File: src/rtl/ddr2_pwrup_pkg.sv
package ddr2_pwrup_pkg;

  typedef enum logic [1:0] {
    CMD_PREA = 2'b00,
    CMD_REF  = 2'b01,
    CMD_MRS  = 2'b10,
    CMD_NOP  = 2'b11
  } cmd_e;

  typedef enum logic [1:0] {
    MSEL_MR   = 2'b00,
    MSEL_EMR1 = 2'b01,
    MSEL_EMR2 = 2'b10,
    MSEL_EMR3 = 2'b11
  } msel_e;

  typedef enum logic [2:0] {
    GAP_MRD,
    GAP_NOP,
    GAP_RP,
    GAP_RFC,
    GAP_DLL
  } gap_e;

  typedef enum logic [1:0] {
    STAT_INIT  = 2'b00,
    STAT_READY = 2'b01
  } stat_e;

  localparam int STEPS_PER_CHIP = 12;

endpackage

File: src/rtl/pwrup_step_rom.sv
module pwrup_step_rom
  import ddr2_pwrup_pkg::*;
#(
  parameter int ADDR_W = 14,
  parameter int STEP_W = 4
) (
  input  logic [STEP_W-1:0] step_i,
  output cmd_e              kind_o,
  output msel_e             bank_o,
  output logic [ADDR_W-1:0] addr_o,
  output gap_e              gap_o,
  output logic              last_o
);

  always_comb begin
    kind_o = CMD_MRS;
    bank_o = MSEL_MR;
    addr_o = '0;
    gap_o  = GAP_MRD;
    case (step_i)
      4'd0:  begin kind_o = CMD_NOP;  gap_o = GAP_NOP; end
      4'd1:  begin kind_o = CMD_PREA; gap_o = GAP_RP;  end
      4'd2:  bank_o = MSEL_EMR2;
      4'd3:  bank_o = MSEL_EMR3;
      4'd4:  bank_o = MSEL_EMR1;
      4'd5:  addr_o = ADDR_W'(12'h132);
      4'd6:  begin kind_o = CMD_PREA; gap_o = GAP_RP;  end
      4'd7:  begin kind_o = CMD_REF;  gap_o = GAP_RFC; end
      4'd8:  begin kind_o = CMD_REF;  gap_o = GAP_RFC; end
      4'd9:  begin addr_o = ADDR_W'(12'h032); gap_o = GAP_DLL; end
      4'd10: begin bank_o = MSEL_EMR1; addr_o = ADDR_W'(12'h380); end
      default: bank_o = MSEL_EMR1;
    endcase
  end

  assign last_o = (step_i == STEP_W'(STEPS_PER_CHIP - 1));

endmodule

File: src/rtl/pwrup_pin_decode.sv
module pwrup_pin_decode
  import ddr2_pwrup_pkg::*;
(
  input  cmd_e kind_i,
  output logic ras_n_o,
  output logic cas_n_o,
  output logic we_n_o
);

  always_comb begin
    case (kind_i)
      CMD_PREA: {ras_n_o, cas_n_o, we_n_o} = 3'b010;
      CMD_REF:  {ras_n_o, cas_n_o, we_n_o} = 3'b001;
      CMD_MRS:  {ras_n_o, cas_n_o, we_n_o} = 3'b000;
      default:  {ras_n_o, cas_n_o, we_n_o} = 3'b111;
    endcase
  end

endmodule

File: src/rtl/pwrup_wait_timer.sv
module pwrup_wait_timer #(
  parameter int WAIT_W = 18
) (
  input  logic              clk,
  input  logic              rst,
  input  logic              load_i,
  input  logic [WAIT_W-1:0] val_i,
  output logic              expire_o
);

  logic [WAIT_W-1:0] cnt_q;

  always_ff @(posedge clk) begin
    if (rst) begin
      cnt_q <= '0;
    end else if (load_i) begin
      cnt_q <= (val_i == '0) ? WAIT_W'(1) : val_i;
    end else if (cnt_q != '0) begin
      cnt_q <= cnt_q - WAIT_W'(1);
    end
  end

  assign expire_o = (cnt_q == WAIT_W'(1));

  // between loads the count falls by exactly one per cycle
  p_timer_count_r5: assert property (@(posedge clk) disable iff (rst)
    (!load_i && cnt_q > WAIT_W'(1)) |=> (cnt_q == $past(cnt_q) - WAIT_W'(1)));

  // a zero wait still yields a nonzero count, so no command is skipped
  p_timer_load_r10: assert property (@(posedge clk) disable iff (rst)
    load_i |=> (cnt_q != '0));

endmodule

File: src/rtl/ddr2_pwrup_seq.sv
module ddr2_pwrup_seq
  import ddr2_pwrup_pkg::*;
#(
  parameter int CHIP_W = 2,
  parameter int WAIT_W = 18,
  parameter int ADDR_W = 14
) (
  input  logic              clk,
  input  logic              rst,
  input  logic              start_i,
  input  logic [CHIP_W-1:0] num_chips_m1_i,
  input  logic [WAIT_W-1:0] stab_cycles_i,
  input  logic [WAIT_W-1:0] nop_wait_i,
  input  logic [WAIT_W-1:0] dll_wait_i,
  input  logic [WAIT_W-1:0] tmrd_i,
  input  logic [WAIT_W-1:0] trp_i,
  input  logic [WAIT_W-1:0] trfc_i,
  output logic              cmd_valid_o,
  output logic [CHIP_W-1:0] cmd_chip_o,
  output logic [1:0]        cmd_type_o,
  output logic [1:0]        cmd_bank_o,
  output logic [ADDR_W-1:0] cmd_addr_o,
  output logic              ras_n_o,
  output logic              cas_n_o,
  output logic              we_n_o,
  output logic [1:0]        status_o,
  output logic              ready_o
);

  localparam int STEP_W = $clog2(STEPS_PER_CHIP);

  typedef enum logic [1:0] {FS_IDLE, FS_RUN, FS_FINISH} fsm_e;

  fsm_e              fsm_q;
  logic [STEP_W-1:0] step_q;
  logic [CHIP_W-1:0] chip_q;
  stat_e             status_q;

  cmd_e              rom_kind;
  msel_e             rom_bank;
  logic [ADDR_W-1:0] rom_addr;
  gap_e              rom_gap;
  logic              rom_last;
  logic              dec_ras_n, dec_cas_n, dec_we_n;

  logic              expire;
  logic              start_ok;
  logic              tmr_load;
  logic [WAIT_W-1:0] extra_wait;
  logic [WAIT_W-1:0] gap_val;
  logic [WAIT_W-1:0] tmr_val;

  pwrup_step_rom #(.ADDR_W(ADDR_W), .STEP_W(STEP_W)) u_rom (
    .step_i (step_q),
    .kind_o (rom_kind),
    .bank_o (rom_bank),
    .addr_o (rom_addr),
    .gap_o  (rom_gap),
    .last_o (rom_last)
  );

  pwrup_pin_decode u_pins (
    .kind_i  (rom_kind),
    .ras_n_o (dec_ras_n),
    .cas_n_o (dec_cas_n),
    .we_n_o  (dec_we_n)
  );

  always_comb begin
    case (rom_gap)
      GAP_NOP: extra_wait = nop_wait_i;
      GAP_RP:  extra_wait = trp_i;
      GAP_RFC: extra_wait = trfc_i;
      GAP_DLL: extra_wait = dll_wait_i;
      default: extra_wait = '0;
    endcase
  end

  assign gap_val  = (extra_wait > tmrd_i) ? extra_wait : tmrd_i;
  assign start_ok = start_i && (fsm_q == FS_IDLE);
  assign tmr_load = start_ok || ((fsm_q == FS_RUN) && expire);
  assign tmr_val  = start_ok ? stab_cycles_i
                  : (rom_last && chip_q == num_chips_m1_i) ? tmrd_i : gap_val;

  pwrup_wait_timer #(.WAIT_W(WAIT_W)) u_timer (
    .clk      (clk),
    .rst      (rst),
    .load_i   (tmr_load),
    .val_i    (tmr_val),
    .expire_o (expire)
  );

  always_ff @(posedge clk) begin
    if (rst) begin
      fsm_q       <= FS_IDLE;
      step_q      <= '0;
      chip_q      <= '0;
      status_q    <= STAT_INIT;
      cmd_valid_o <= 1'b0;
      cmd_chip_o  <= '0;
      cmd_type_o  <= CMD_NOP;
      cmd_bank_o  <= '0;
      cmd_addr_o  <= '0;
      ras_n_o     <= 1'b1;
      cas_n_o     <= 1'b1;
      we_n_o      <= 1'b1;
    end else begin
      cmd_valid_o <= 1'b0;
      cmd_chip_o  <= '0;
      cmd_type_o  <= CMD_NOP;
      cmd_bank_o  <= '0;
      cmd_addr_o  <= '0;
      ras_n_o     <= 1'b1;
      cas_n_o     <= 1'b1;
      we_n_o      <= 1'b1;
      case (fsm_q)
        FS_IDLE: begin
          if (start_i) begin
            fsm_q    <= FS_RUN;
            step_q   <= '0;
            chip_q   <= '0;
            status_q <= STAT_INIT;
          end
        end
        FS_RUN: begin
          if (expire) begin
            cmd_valid_o <= 1'b1;
            cmd_chip_o  <= chip_q;
            cmd_type_o  <= rom_kind;
            cmd_bank_o  <= rom_bank;
            cmd_addr_o  <= rom_addr;
            ras_n_o     <= dec_ras_n;
            cas_n_o     <= dec_cas_n;
            we_n_o      <= dec_we_n;
            if (rom_last) begin
              step_q <= '0;
              if (chip_q == num_chips_m1_i) begin
                fsm_q <= FS_FINISH;
              end else begin
                chip_q <= chip_q + CHIP_W'(1);
              end
            end else begin
              step_q <= step_q + STEP_W'(1);
            end
          end
        end
        FS_FINISH: begin
          if (expire) begin
            status_q <= STAT_READY;
            fsm_q    <= FS_IDLE;
          end
        end
        default: fsm_q <= FS_IDLE;
      endcase
    end
  end

  assign status_o = status_q;
  assign ready_o  = (status_q == STAT_READY);

  // an idle bus always shows the NOP encoding
  p_idle_bus_nop_r2: assert property (@(posedge clk) disable iff (rst)
    !cmd_valid_o |-> (cmd_type_o == 2'b11 && ras_n_o && cas_n_o && we_n_o));

  // a mode-register load drives all three strobes low
  p_mrs_pins_r2: assert property (@(posedge clk) disable iff (rst)
    (cmd_valid_o && cmd_type_o == 2'b10) |-> (!ras_n_o && !cas_n_o && !we_n_o));

  // a precharge-all drives 010
  p_prea_pins_r2: assert property (@(posedge clk) disable iff (rst)
    (cmd_valid_o && cmd_type_o == 2'b00) |-> (!ras_n_o && cas_n_o && !we_n_o));

  // no command goes out once ready
  p_no_cmd_when_ready_r7: assert property (@(posedge clk) disable iff (rst)
    ready_o |-> !cmd_valid_o);

  // ready holds until a new start
  p_ready_holds_r7: assert property (@(posedge clk) disable iff (rst)
    (ready_o && !start_i) |=> ready_o);

  // a start during a run leaves the position unchanged
  p_start_ignored_r8: assert property (@(posedge clk) disable iff (rst)
    (fsm_q == FS_RUN && start_i && !expire) |=>
      (step_q == $past(step_q) && chip_q == $past(chip_q) && fsm_q == FS_RUN));

endmodule

File: config.mk
export PLATFORM = sky130hd
export DESIGN_NAME = ddr2_pwrup_seq
export DESIGN_NICKNAME = d
export VERILOG_FILES = /design/src/rtl/ddr2_pwrup_pkg.sv /design/src/rtl/pwrup_step_rom.sv /design/src/rtl/pwrup_pin_decode.sv /design/src/rtl/pwrup_wait_timer.sv /design/src/rtl/ddr2_pwrup_seq.sv
export SDC_FILE = /design/constraint.sdc
export NUM_CORES = 1
export LEC_CHECK = 0
export ABC_AREA = 1
export BUFFER_PORTS_ARGS = -buffer_cell sky130_fd_sc_hd__buf_2
export CORE_ASPECT_RATIO = 1.75
export CORE_MARGIN = 1
export CORE_UTILIZATION = 30
export CTS_CLUSTER_DIAMETER = 50
export DETAILED_ROUTE_END_ITERATION = 7
export SYNTH_ARGS = -nofsm -noshare
export SYNTH_HDL_FRONTEND = slang
export SYNTH_SLANG_ARGS = --single-unit
File: constraint.sdc
create_clock -name clk -period 9.4 [get_ports clk]
set_input_delay 1.41 -clock clk [delete_from_list [all_inputs] [get_ports clk]]
set_output_delay 1.41 -clock clk [all_outputs]
set_load 0.01 [all_outputs]
Word-level counts from Yosys, hierarchy flattened
Cells that the tools add are included.

Add/subtract/negate cells: 3. $lt $le $gt $ge: 1. Equal/unequal tests: 27. Mux-type cells: 32. Bitwise operators: 2. Reductions and logical operators: 24.

Operators with widths (count): two-way mux 18 bit (6); one-hot mux 18 bit (4 select lines) (1); one-hot mux 10 bit (3 select lines) (1); two-way mux 2 bit (10); equality test 18 x 1 -> 1 bit, second input constant (1); > comparator 18 bit (1); zero test 18 bit (1); one-hot mux 2 bit (3 select lines) (3); nonzero test 18 bit (1); subtractor 18 x 1 -> 18 bit, second input constant (1); equality test 4 bit, second input constant (4); equality test 4 x 3 -> 1 bit, second input constant (3); two-way mux 4 bit (3); one-hot mux 3 bit (4 select lines) (1); != test 2 bit, second input constant (5); AND reduction 5 bit (2); OR reduction 2 bit (5); equality test 4 x 2 -> 1 bit, second input constant (2); one-hot mux 2 bit (2 select lines) (2); one-hot mux 4 bit (2 select lines) (1); OR reduction 7 bit (1); equality test 2 x 1 -> 1 bit, second input constant (3); equality test 3 x 2 -> 1 bit, second input constant (2); AND reduction 3 bit (2); 16 further kinds (27).

Register bits after elaboration: 52. Input port bits: 113. Output and inout port bits: 27. Word-level logic and storage cells: 102.

Logic depth before layout (Yosys ltp)
Gate-level depths: netlist (run 1).

Depth in word-level cells: 12. Depth in mapped cells: 34. Mapped depth without buffers: 32.

Hierarchy
Synthesis (run 1) repeated with hierarchy kept, for this count alone.

Cell total of the unflattened synthesis: 764. Area, all modules: 4664.5 µm².

By module, submodules not included: ddr2_pwrup_seq (instances 1, cells an instance 474, area each 2982.9 µm², seq. area each 660.6 µm²); pwrup_wait_timer (instances 1, cells an instance 226, area each 1356.3 µm², seq. area each 360.3 µm²); pwrup_step_rom (instances 1, cells an instance 57, area each 272.8 µm², seq. area each 0.0 µm²); pwrup_pin_decode (instances 1, cells an instance 7, area each 52.6 µm², seq. area each 0.0 µm²).

Least setup slack after synthesis (run 1)
OpenSTA, ideal clock, no wires.

Kind: input to register. Start: input port dll_wait_i[17]. End: register u_timer.cnt_q[0]. Setup time: 67 ps. Arrival time: 3413 ps. Required time: 9333 ps. Setup slack: 5920 ps. Stages on the path: 24. Path buffers: 1. Cells stage by stage: nand3_1 -> nand3_1 -> nor2_2 -> inv_1 -> ha_1 -> nand2_1 -> nor2_1 -> nand2_1 -> inv_1 -> nand4_1 -> nand3_1 -> nand2_2 -> inv_1 -> buf_4 -> nand2_1 -> nand3_1 -> nand2_1 -> nor2_1 -> nand2_1 -> nor2_1 -> nand3_1 -> nand2_1 -> nand2_1 -> a21oi_2.

Word-level cells in the longest chain between the ends: 8.

RTL lines: start, declared (line ddr2_pwrup_seq.sv:14) `input logic [WAIT_W-1:0] dll_wait_i,`; one-hot mux 18 bit (4 select lines) * (line ddr2_pwrup_seq.sv:70) `case (rom_gap)`; > comparator 18 bit (line ddr2_pwrup_seq.sv:79) `assign gap_val = (extra_wait > tmrd_i) ? extra_wait : tmrd_i;`; two-way mux 18 bit * (line ddr2_pwrup_seq.sv:79); two-way mux 18 bit * (line ddr2_pwrup_seq.sv:83) `: (rom_last && chip_q == num_chips_m1_i) ? tmrd_i : gap_val;`; two-way mux 18 bit * (line ddr2_pwrup_seq.sv:82) `assign tmr_val = start_ok ? stab_cycles_i`; zero test 18 bit (line pwrup_wait_timer.sv:17) `cnt_q <= (val_i == '0) ? WAIT_W'(1) : val_i;`; two-way mux 18 bit * (line pwrup_wait_timer.sv:17); two-way mux 18 bit * (line pwrup_wait_timer.sv:16) `end else if (load_i) begin`; end signal, assigned (line pwrup_wait_timer.sv:17); end signal, assigned (line pwrup_wait_timer.sv:19) `cnt_q <= cnt_q - WAIT_W'(1);`; end, declared (line pwrup_wait_timer.sv:11) `logic [WAIT_W-1:0] cnt_q;`.

Every way passes the cells marked *; elsewhere a longest branch is shown, timed or not. A chain may end at the register's enable or synchronous reset.

Final worst setup path (run 1)
Start: register step_q[0]. End: register u_timer.cnt_q[0].

Word-level cells in the longest chain between the ends: 12. Elaborated cells between the ends (all ways): 23. Classes of those cells: order compare: 1; eq/ne: 10; mux: 7; reduce/logical: 5.

RTL lines: start, declared (line ddr2_pwrup_seq.sv:35) `logic [STEP_W-1:0] step_q;`; start signal, assigned (line ddr2_pwrup_seq.sv:143) `step_q <= step_q + STEP_W'(1);`; equality test 4 x 3 -> 1 bit, or another cell as far along (line pwrup_step_rom.sv:20) `case (step_i)`; OR reduction 2 bit (no line); one-hot mux 3 bit (4 select lines) (line pwrup_step_rom.sv:20); equality test 3 bit, or another cell as far along (line ddr2_pwrup_seq.sv:70); one-hot mux 18 bit (4 select lines) (line ddr2_pwrup_seq.sv:70); > comparator 18 bit (line ddr2_pwrup_seq.sv:79); two-way mux 18 bit (line ddr2_pwrup_seq.sv:79); two-way mux 18 bit * (line ddr2_pwrup_seq.sv:83); two-way mux 18 bit * (line ddr2_pwrup_seq.sv:82); zero test 18 bit (line pwrup_wait_timer.sv:17); two-way mux 18 bit * (line pwrup_wait_timer.sv:17); two-way mux 18 bit * (line pwrup_wait_timer.sv:16).

Marks and branches as above.

==> results of run 1 <==
==> path summary, 6_finish.rpt <==
kind | start | end | slack (ns)
worst max-delay path | step_q[0] | u_timer.cnt_q[0] | 4.83
worst min-delay path | status_o[0] | status_o[0] | 0.49
worst max register to register | step_q[0] | u_timer.cnt_q[0] | 4.83
worst min register to register | status_o[0] | status_o[0] | 0.49
==> synth_stat cells (2+ instances only) <==
cell type	count
nand2_1	178
inv_1	94
nor2_1	84
nand3_1	49
dfxtp_1	39
a21oi_1	35
ha_1	24
o21ai_0	19
buf_4	17
nand4_1	15
nor2_2	14
nor3_1	8
clkbuf_1	7
inv_2	6
nand2_2	6
xor2_1	5
a31oi_1	4
buf_2	4
nand3_2	4
o21a_1	4
buf_6	3
nor4_1	3
xnor2_1	3
a211oi_1	2
nand2_4	2
nor2_4	2
or2_2	2
==> power breakdown <==
group,switching [W],internal [W]
Combinational,0.000502,0.000256
Sequential,0.0000360,0.000208
Clock,0.0000675,0.0000953
==> kinds of logic (layout without fill, tap and decap cells) <==
| family | after synthesis | after routing | synth area share (%) |
|---|---|---|---|
| AOI/OAI and AO/OA | 72 | 72 | 10.7 |
| adders and majority gates | 24 | 24 | 7.97 |
| xor gates and xnor gates | 8 | 8 | 1.86 |
| DFF | 39 | 39 | 20.7 |
| other | 1 | 9 | 0.0996 |
| and+or+nand+nor | 368 | 368 | 43.1 |
| buffers and inverters | 131 | 236 | 15.5 |
==> per-layer routing <==
layer,GRT usage (%),up-vias,wire length [um]
li1,-,2221,-
met1,18.4,1858,4280
met2,36.7,121,6460
met3,1.32,25,402
met4,9.83,0,520
met5,0,-,0
==> placed cells by master, fill, tap and decap left out, drive strengths merged <==
cell type and count:
o21ai 19, o21bai 1, nor2 101, xnor2 3
nor3 8, o22ai 1, conb 9, nand3 53
clkbuf 5, a21oi 36, a21o 1, or2 2
clkinvlp 1, xor2 5, a21boi 1, nand2 186
inv 100, o211ai 1, dfxtp 39, a221oi 1
nor4 3, o211a 1, a211oi 2, ha 24
a31oi 4, o21a 4, nand4 15, buf 130
==> cell type report <==
cell class / count / area (um2)
clock buffers: 5 / 125
multi-input cells: 481 / 2430
fillers: 1406 / 7560
clock inverters: 1 / 7.51
flip-flops and latches: 39 / 781
repair buffers: 130 / 651
inverters: 100 / 375
well taps: 165 / 206
==> worst register-to-register path, delay by kind of cell (launching register included) <==
kind / cells / cell delay [ns]
flops: 1 / 0.39
fa+ha+maj: 2 / 0.47
compound gates: 2 / 0.33
simple gates: 21 / 2.48
buf+inv: 6 / 0.82
==> flip-flops by register name, indices dropped and copies added (netlist names), 2 cells and up <==
signal and flops:
cmd_bank_o 2, cmd_chip_o 2, step_q 4, cmd_addr_o 3, cmd_type_o 2, chip_q 2
fsm_q 2, u_timer.cnt_q 18
==> through the flow <==
stage	instances	setup WS, ns	utilization [%]	instance area [um2]
after floorplan	651	5.92	-	3800
after global placement	915	4.87	36.6	4450
after detailed placement	915	4.85	36.6	4450
after CTS	921	4.82	37.7	4580
after global routing	921	4.31	37.7	4580
final	921	4.83	37.7	4580
==> metrics.md, run 1 <==
| Metric | Value |
|---|---|
| Status | `finished clean` |
| Part of the Yosys area used for sequential elements | `20.7%` |
| Root Buffer Master | `clkbuf_16` |
| Area growth from synthesis to layout | `21.6%` |
| Max Cap Viol | `0` |
| Initial cell density of the core | `31.0%` |
| Slew Viols, Final | `0` |
| First-pass GRT wire length | `18.7 mm` |
| Final WL | `11.7 mm` |
| Fin crit period | `4.57 ns` |
| Port bufs | `130` |
| Top cells by area, synth | `dfxtp_1 21%, nand2_1 18%, inv_1 9.4%, nor2_1 8.4%, ha_1 8.0%` |
| CP Max Fanout | `23` |
| Post-cts sizing count | `0` |
| Antenna violations before repair | `0` |
| Cell taking the most area after synthesis | `dfxtp_1` |
| Mapped Area | `3770 um2` |
| Remaining antenna violation count | `0` |
| Clock Sinks | `39` |
| # diodes | `0` |
| Worst Reg-to-Reg Cells | `31` |
| Critical path depth | `31` |
| Reg clk slew, reported paths | `0.06 ns` |
| Hold Crit Depth | `2` |
| Setup TNS Final | `0 ns` |
| Kind of critical path | `reg2reg` |
| Layout cells sized above 1 | `23.0%` |
| Worst vdd ir | `86.2 uV` |
| Crit path max-delay family | `simple AND/OR/NAND/NOR gates` |
| Most common cell on crit path | `nand2_1` |
| Mapped Cells | `643` |
| Slowest CP cell | `nor2_1` |
| Yosys reg bits | `39` |
| Hold-fix buffers, CTS | `0` |
| Vias | `4225` |
| WP buf/inv | `6` |
| Avg Cell Area, Syn | `5.86 um2` |
| Max_slew headroom | `43.3%` |
| Bufs on Longest Clock Path | `2` |
| Iter 0 DRT Violations | `235` |
| Die area | `13000 um2` |
| Drt drc | `0` |
| Vias in the first global route | `4107` |
| PD cells | `254 nW/um2` |
| Die H | `150 um` |
| # IOs | `140` |
| Fraction of registers with async set or reset after synthesis | `0%` |
| Max incr delay on CP | `0.54 ns` |
| Placer Congestion | `0.902` |
| YS warnings | `0` |
| Vias per cell | `4.59` |
| Total CTS buffers | `5` |
| Pin count of the biggest net entering global routing | `26` |
| Clock Latency Late Sink | `0.29 ns` |
| Setup repair bufs after CTS | `0` |
| Peak Freq | `219 MHz` |
| Hold_ws | `0.485 ns` |
| CP Capture Type | `flop` |
| Actual slew at the worst max-slew pin | `0.849 ns` |
| Htree depth | `2` |
| Total Routing Usage GR | `18.4%` |
| Crit share post-route | `48.6%` |
| Yosys top cell area share | `20.7%` |
| CP Launch Type | `flop` |
| Core area | `12100 um2` |
| Rows | `53` |
| Clock Skews | `0.00667 ns` |
| Critical Path AT | `4.79 ns` |
| Top_reg_cell synth | `dfxtp_1` |
| Critical Path RT | `9.62 ns` |
| LEAKAGE | `2.53 nW` |
| Layout Nets | `894` |
| Die Wd | `86.7 um` |
| Hold WC Path Type | `reg2reg` |
| Post-synth EDFFs | `0` |
| Final setup viols | `0` |
| Final hold violations | `0` |
| DP HPWL | `9.82 mm` |
| Routed len/inst | `12.7 um` |
| Yosys cell types | `37` |
| RSZ-0062 raised after global routing | `no` |
| TritonCTS clock tree | `yes` |
| TritonRoute pass-1 iters | `6` |
| Total grt overflow | `0` |
| Tot Pwr | `0.00116 W` |
(Power assumes the default switching activity.)
==> inputs of run 2 (changes only) <==
==> constraint.sdc (replaced) <==
create_clock -name clk -period 3.8 [get_ports clk]
set_input_delay 0.57 -clock clk [delete_from_list [all_inputs] [get_ports clk]]
set_output_delay 0.57 -clock clk [all_outputs]
set_load 0.01 [all_outputs]
==> run 2 against run 1 <==
Sequential power rose by 150%; combinational power grew to 3.1 times the previous value; via count up 3.9%; critical path type unchanged; largest power group unchanged; highest routed layer unchanged.
==> metrics.md, run 2 (synthesized netlist as in run 1, its figures left out) <==
| Metric | Value |
|---|---|
| Slew Viols, Final | `0` |
| LEAKAGE | `2.73 nW` |
| Leading cell type in the layout, fill and taps excluded | `nand2_1` |
| DP HPWL | `10.2 mm` |
| Slowest CP cell | `dfxtp_2` |
| Most common cell on crit path | `nand2_1` |
| Crit share post-route | `94.7%` |
| Vias | `4388` |
| PD cells | `654 nW/um2` |
| Final hold violations | `0` |
| Reg clk slew, reported paths | `0.06 ns` |
| Max FFs per register | `18` |
| Kind of critical path | `reg2reg` |
| Fin crit period | `3.60 ns` |
| Vias per cell | `4.62` |
| Max Cap Viol | `0` |
| Hold WC Path Type | `reg2reg` |
| Critical Path AT | `3.83 ns` |
| Remaining antenna violation count | `0` |
| Biggest register | `u_timer.cnt_q` |
| Max_slew headroom | `64.3%` |
| Layout cells sized above 1 | `31.8%` |
| Final WS setup | `0.200 ns` |
| Iter 0 DRT Violations | `199` |
| Total CTS buffers | `5` |
| CP Launch Type | `flop` |
| Actual slew at the worst max-slew pin | `0.534 ns` |
| Peak Freq | `278 MHz` |
| TritonCTS clock tree | `yes` |
| Max incr delay on CP | `0.33 ns` |
| Commonest non-fill, non-tap cells in the layout | `164 x nand2_1, 130 x buf_2, 89 x inv_1, 75 x nor2_1, 40 x nand3_1` |
| Vias in the first global route | `4258` |
| Total grt overflow | `0` |
| TritonRoute pass-1 iters | `5` |
| Hold-fix buffers, CTS | `0` |
| Root Buffer Master | `clkbuf_16` |
| # diodes | `0` |
| CP Capture Type | `flop` |
| Core area | `12100 um2` |
| Tot Pwr | `0.00333 W` |
| Clock Latency Late Sink | `0.29 ns` |
| Critical Path RT | `4.03 ns` |
| Total Routing Usage GR | `19.0%` |
| Die area | `13000 um2` |
| FF+latch area | `788 um2` |
| Die Wd | `86.7 um` |
| Area occupied by multi-input gates | `2670 um2` |
| Rows | `53` |
| Drt drc | `0` |
| Worst vdd ir | `210 uV` |
| Final Non-Filler Cells | `949` |
| CP Max Fanout | `8` |
| Htree depth | `2` |
| Reg2reg setup slack | `0.20 ns` |
| Largest regs | `u_timer.cnt_q x18, step_q x4, cmd_addr_o x3` |
| Initial cell density of the core | `31.0%` |
| Final WL | `12.5 mm` |
| Bufs on Longest Clock Path | `2` |
| Fillers | `1341` |
| Die H | `150 um` |
| Core Util, Final | `42.0%` |
| Placed Instances | `934` |
| Clock Skews | `0.00358 ns` |
| Layout Nets | `922` |
| Pre-CTS setup slack | `-0.167 ns` |
| Routed len/inst | `13.1 um` |
| Status | `finished clean` |
| # IOs | `140` |
| Pin count of the biggest net entering global routing | `24` |
| Placer Congestion | `0.962` |
| First-pass GRT wire length | `19.1 mm` |
| Clock Sinks | `39` |
| Final setup viols | `0` |
| Area growth from synthesis to layout | `35.3%` |
| Antenna violations before repair | `0` |
| Port bufs | `130` |
[run 2: cell count changes in the layout (fill, tap and decap cells not counted), moves of 7 or more]
cell / before / now
nand2_1: 178 / 164
buf_4: 0 / 19
nand2_2: 6 / 19
nor2_4: 2 / 10
nor2_1: 84 / 75
nand3_2: 4 / 11
nand3_1: 49 / 40
buf_6: 0 / 7
[run 2: power by group]
part | switching (W) | internal, W | total, W | leakage, nW
Clock | 0.000166 | 0.000236 | 0.000402 | 0.0618
Sequential | 0.0000911 | 0.000517 | 0.000608 | 0.321
Combinational | 0.00140 | 0.000923 | 0.00232 | 2.35
Total | 0.00166 | 0.00168 | 0.00333 | 2.73
[run 2: cell type report]
| cell class | count | share of cell area [%] |
|---|---|---|
| repair buffers | 158 | 17.9 |
| well taps | 165 | 4.05 |
| inverters | 100 | 7.56 |
| multi-input cells | 481 | 52.4 |
| flip-flops and latches | 39 | 15.5 |
| clock inverters | 1 | 0.147 |
| clock buffers | 5 | 2.46 |
[run 2: worst paths after layout]
check,startpoint,cells past startpoint,to
worst min register to register,status_o[0],2,status_o[0]
worst min-delay path,status_o[0],2,status_o[0]
worst max-delay path,step_q[0],30,u_timer.cnt_q[0]
worst max register to register,step_q[0],30,u_timer.cnt_q[0]
[run 2: per-stage QoR]
stage	instance area [um2]	hold slack [ns]	TNS [ns]
after CTS	4740	0.491	0
after detailed placement	4590	0.483	-0.167
after global placement	4590	0.474	-0.113
after global routing	5090	0.522	-0.0410
after floorplan	3800	0.464	0
final	5090	0.479	0
[run 2: what timing repair did]
| action | in CTS | in global routing |
|---|---|---|
| pin swaps | 0 | 32 |
| buffers inserted | 0 | 7 |
| setup endpoints to repair | 1 | 3 |
| gates cloned | 0 | 2 |
| endpoints found under the hold margin | 0 | 0 |
| resized for setup | 5 | 73 |
[run 2: per-layer routing]
layer / vias to the layer above / global-route usage (%) / wire [um]
met5: - / 0 / 0
met3: 41 / 1.86 / 419
met2: 134 / 37.2 / 6860
met1: 1927 / 17.3 / 4340
met4: 0 / 14.6 / 846
li1: 2286 / - / -
[run 2: worst max-delay path: cells and delay by family (launching register included)]
kind,cells,cell delay (ns)
fa+ha+maj,2,0.45
buf+inv,5,0.58
simple gates,22,2.06
compound gates,1,0.10
flops,1,0.33
==> inputs of run 3 (changes only) <==
--- a/config.mk
+++ b/config.mk
@@ -12,6 +12,7 @@
 export CORE_UTILIZATION = 30
 export CTS_CLUSTER_DIAMETER = 50
 export DETAILED_ROUTE_END_ITERATION = 7
+export REMOVE_ABC_BUFFERS = 1
 export SYNTH_ARGS = -nofsm -noshare
 export SYNTH_HDL_FRONTEND = slang
 export SYNTH_SLANG_ARGS = --single-unit
==> run 3 against run 2 <==
Global-route usage decreased by 0.14 points; hold slack improved by 0.0016 ns; clock skew increased by 0.0040 ns; count of clock-buffer cells in the layout up 1; sequential power is 2% higher; via count is 0.11% higher; die area did not move; sequential share of layout area fell by 0.24 points; setup slack improved by 0.051 ns; critical path type unchanged.
==> metrics.md, run 3 (synthesized netlist as in run 1, its figures left out) <==
| Metric | Value |
|---|---|
| Clk pwr share | `14.9%` |
| Vias | `4393` |
| Die H | `150 um` |
| LEAKAGE | `2.76 nW` |
| Kind of critical path | `reg2reg` |
| Comb pwr share | `67.2%` |
| TritonCTS clock tree | `yes` |
| Post-route cell area | `5190 um2` |
| P_int | `0.00179 W` |
| Root Buffer Master | `clkbuf_16` |
| Layout cells sized above 1 | `31.9%` |
| Total Routing Usage GR | `18.8%` |
| Total grt overflow | `0` |
| Remaining antenna violation count | `0` |
| Antenna violations before repair | `0` |
| Critical Path AT | `3.77 ns` |
| Reg clk slew, reported paths | `0.06 ns` |
| DP HPWL | `9.80 mm` |
| Crit share post-route | `93.4%` |
| Hold_ws | `0.481 ns` |
| Port bufs | `130` |
| Drt drc | `0` |
| Iter 0 DRT Violations | `248` |
| Worst vdd ir | `328 uV` |
| Layout Nets | `923` |
| Status | `finished clean` |
| Crit Reg-Reg Startpoint | `step_q[1]` |
| Hold WC Path Type | `reg2reg` |
| Pre-CTS setup slack | `-0.0178 ns` |
| Worst Reg-to-Reg Cells | `33` |
| Placer Congestion | `0.844` |
| First-pass GRT wire length | `19.0 mm` |
| Slowest CP cell | `dfxtp_4` |
| Actual slew at the worst max-slew pin | `0.607 ns` |
| Largest regs | `u_timer.cnt_q x18, step_q x4, cmd_addr_o x3` |
| RR Endpoint | `u_timer.cnt_q[0]` |
| Final WS setup | `0.251 ns` |
| Worst Hold End | `status_o[0]` |
| Crit path max-delay family | `simple AND/OR/NAND/NOR gates` |
| Setup TNS Final | `0 ns` |
| Core area | `12100 um2` |
| Slew Viols, Final | `0` |
| Sequential share of power | `17.9%` |
| WP buf/inv | `6` |
| Final setup viols | `0` |
| Reg2reg setup slack | `0.25 ns` |
| Hold_sp | `status_o[0]` |
| Htree depth | `2` |
| Total CTS buffers | `5` |
| Clock Skews | `0.00758 ns` |
| Max FFs per register | `18` |
| Biggest register | `u_timer.cnt_q` |
| Critical Path RT | `4.03 ns` |
| CP Max Fanout | `12` |
| Hold-fix buffers, CTS | `0` |
| Rows | `53` |
| Fin crit period | `3.55 ns` |
| Vias per cell | `4.61` |
| Clock Latency Late Sink | `0.29 ns` |
| Most common cell on crit path | `nand2_1` |
| Routed len/inst | `12.9 um` |
| Final hold violations | `0` |
| Clock Sinks | `39` |
| Placed cell area | `4550 um2` |
| Area growth from synthesis to layout | `37.8%` |
| Hold Crit Depth | `2` |
| PD cells | `665 nW/um2` |
| Pin count of the biggest net entering global routing | `24` |
| Initial cell density of the core | `31.0%` |
| CP Capture Type | `flop` |
| Die Wd | `86.7 um` |
| Commonest non-fill, non-tap cells in the layout | `170 x nand2_1, 130 x buf_2, 88 x inv_1, 73 x nor2_1, 39 x nand3_1` |
| Final WL | `12.2 mm` |
| Max Cap Viol | `0` |
| Vias in the first global route | `4235` |
| Max_slew headroom | `59.4%` |
| Leading cell type in the layout, fill and taps excluded | `nand2_1` |
| Core Util, Final | `42.8%` |
| # IOs | `140` |
| Die area | `13000 um2` |
| TritonRoute pass-1 iters | `5` |
| Peak Freq | `282 MHz` |
| # diodes | `0` |
| Bufs on Longest Clock Path | `2` |
| CP Launch Type | `flop` |
| Sw Pwr | `0.00166 W` |
| Switching share of power | `48.1%` |
| Max incr delay on CP | `0.38 ns` |
## run 3: worst min-delay path, cell delays in order, from the launching register on
cell	delay, ns
dfxtp_1	0.32
nand2_1	0.06
a21oi_1	0.05
## run 3: per-layer routing
layer	track usage (%)	share of wire (%)
met2	37.5	57
met4	10.7	4.3
met3	1.32	3.1
met5	0	0
met1	18.5	36
## run 3: cell type report
class | count | area, um2
clock buffer | 6 | 139
clock inverter | 2 | 38.8
fill | 1296 | 6950
inverter | 100 | 399
multi-input combinational | 482 | 2690
sequential | 39 | 791
tap | 165 | 206
timing repair buffer | 158 | 923
## run 3: metrics by stage
stage | std cells | total power [W]
3_3_place_gp | 927 | 0.00259
6_report | 952 | 0.00345
5_1_grt | 952 | 0.00379
2_1_floorplan | 620 | 0.00198
4_1_cts | 935 | 0.00312
3_5_place_dp | 927 | 0.00259
## run 3: worst max-delay path by stage
stage	startpoint	endpoint	slack (ns)	cells after the start
floorplan	step_q[0]	u_timer.cnt_q[0]	0.15	31
global placement	step_q[0]	u_timer.cnt_q[0]	-0.007	27
detailed placement	step_q[0]	u_timer.cnt_q[0]	-0.02	27
CTS	step_q[0]	u_timer.cnt_q[0]	0.008	27
global route	step_q[0]	u_timer.cnt_q[0]	-0.06	32
finish	step_q[1]	u_timer.cnt_q[0]	0.25	33
## run 3: repair_timing
item / 4_1_cts / 5_1_grt
pin swaps: 0 / 29
endpoints found under the setup margin: 1 / 8
cloned: 0 / 3
setup buffers: 0 / 14
gates resized for setup: 4 / 72
## run 3: power by group through the flow
stage | combinational, W | sequential (W) | clock (W)
6_report | 0.00232 | 0.000618 | 0.000515
5_1_grt | 0.00262 | 0.000635 | 0.000538
4_1_cts | 0.00200 | 0.000603 | 0.000523
3_5_place_dp | 0.00198 | 0.000612 | 0
3_3_place_gp | 0.00198 | 0.000612 | 0
2_1_floorplan | 0.00139 | 0.000590 | 0
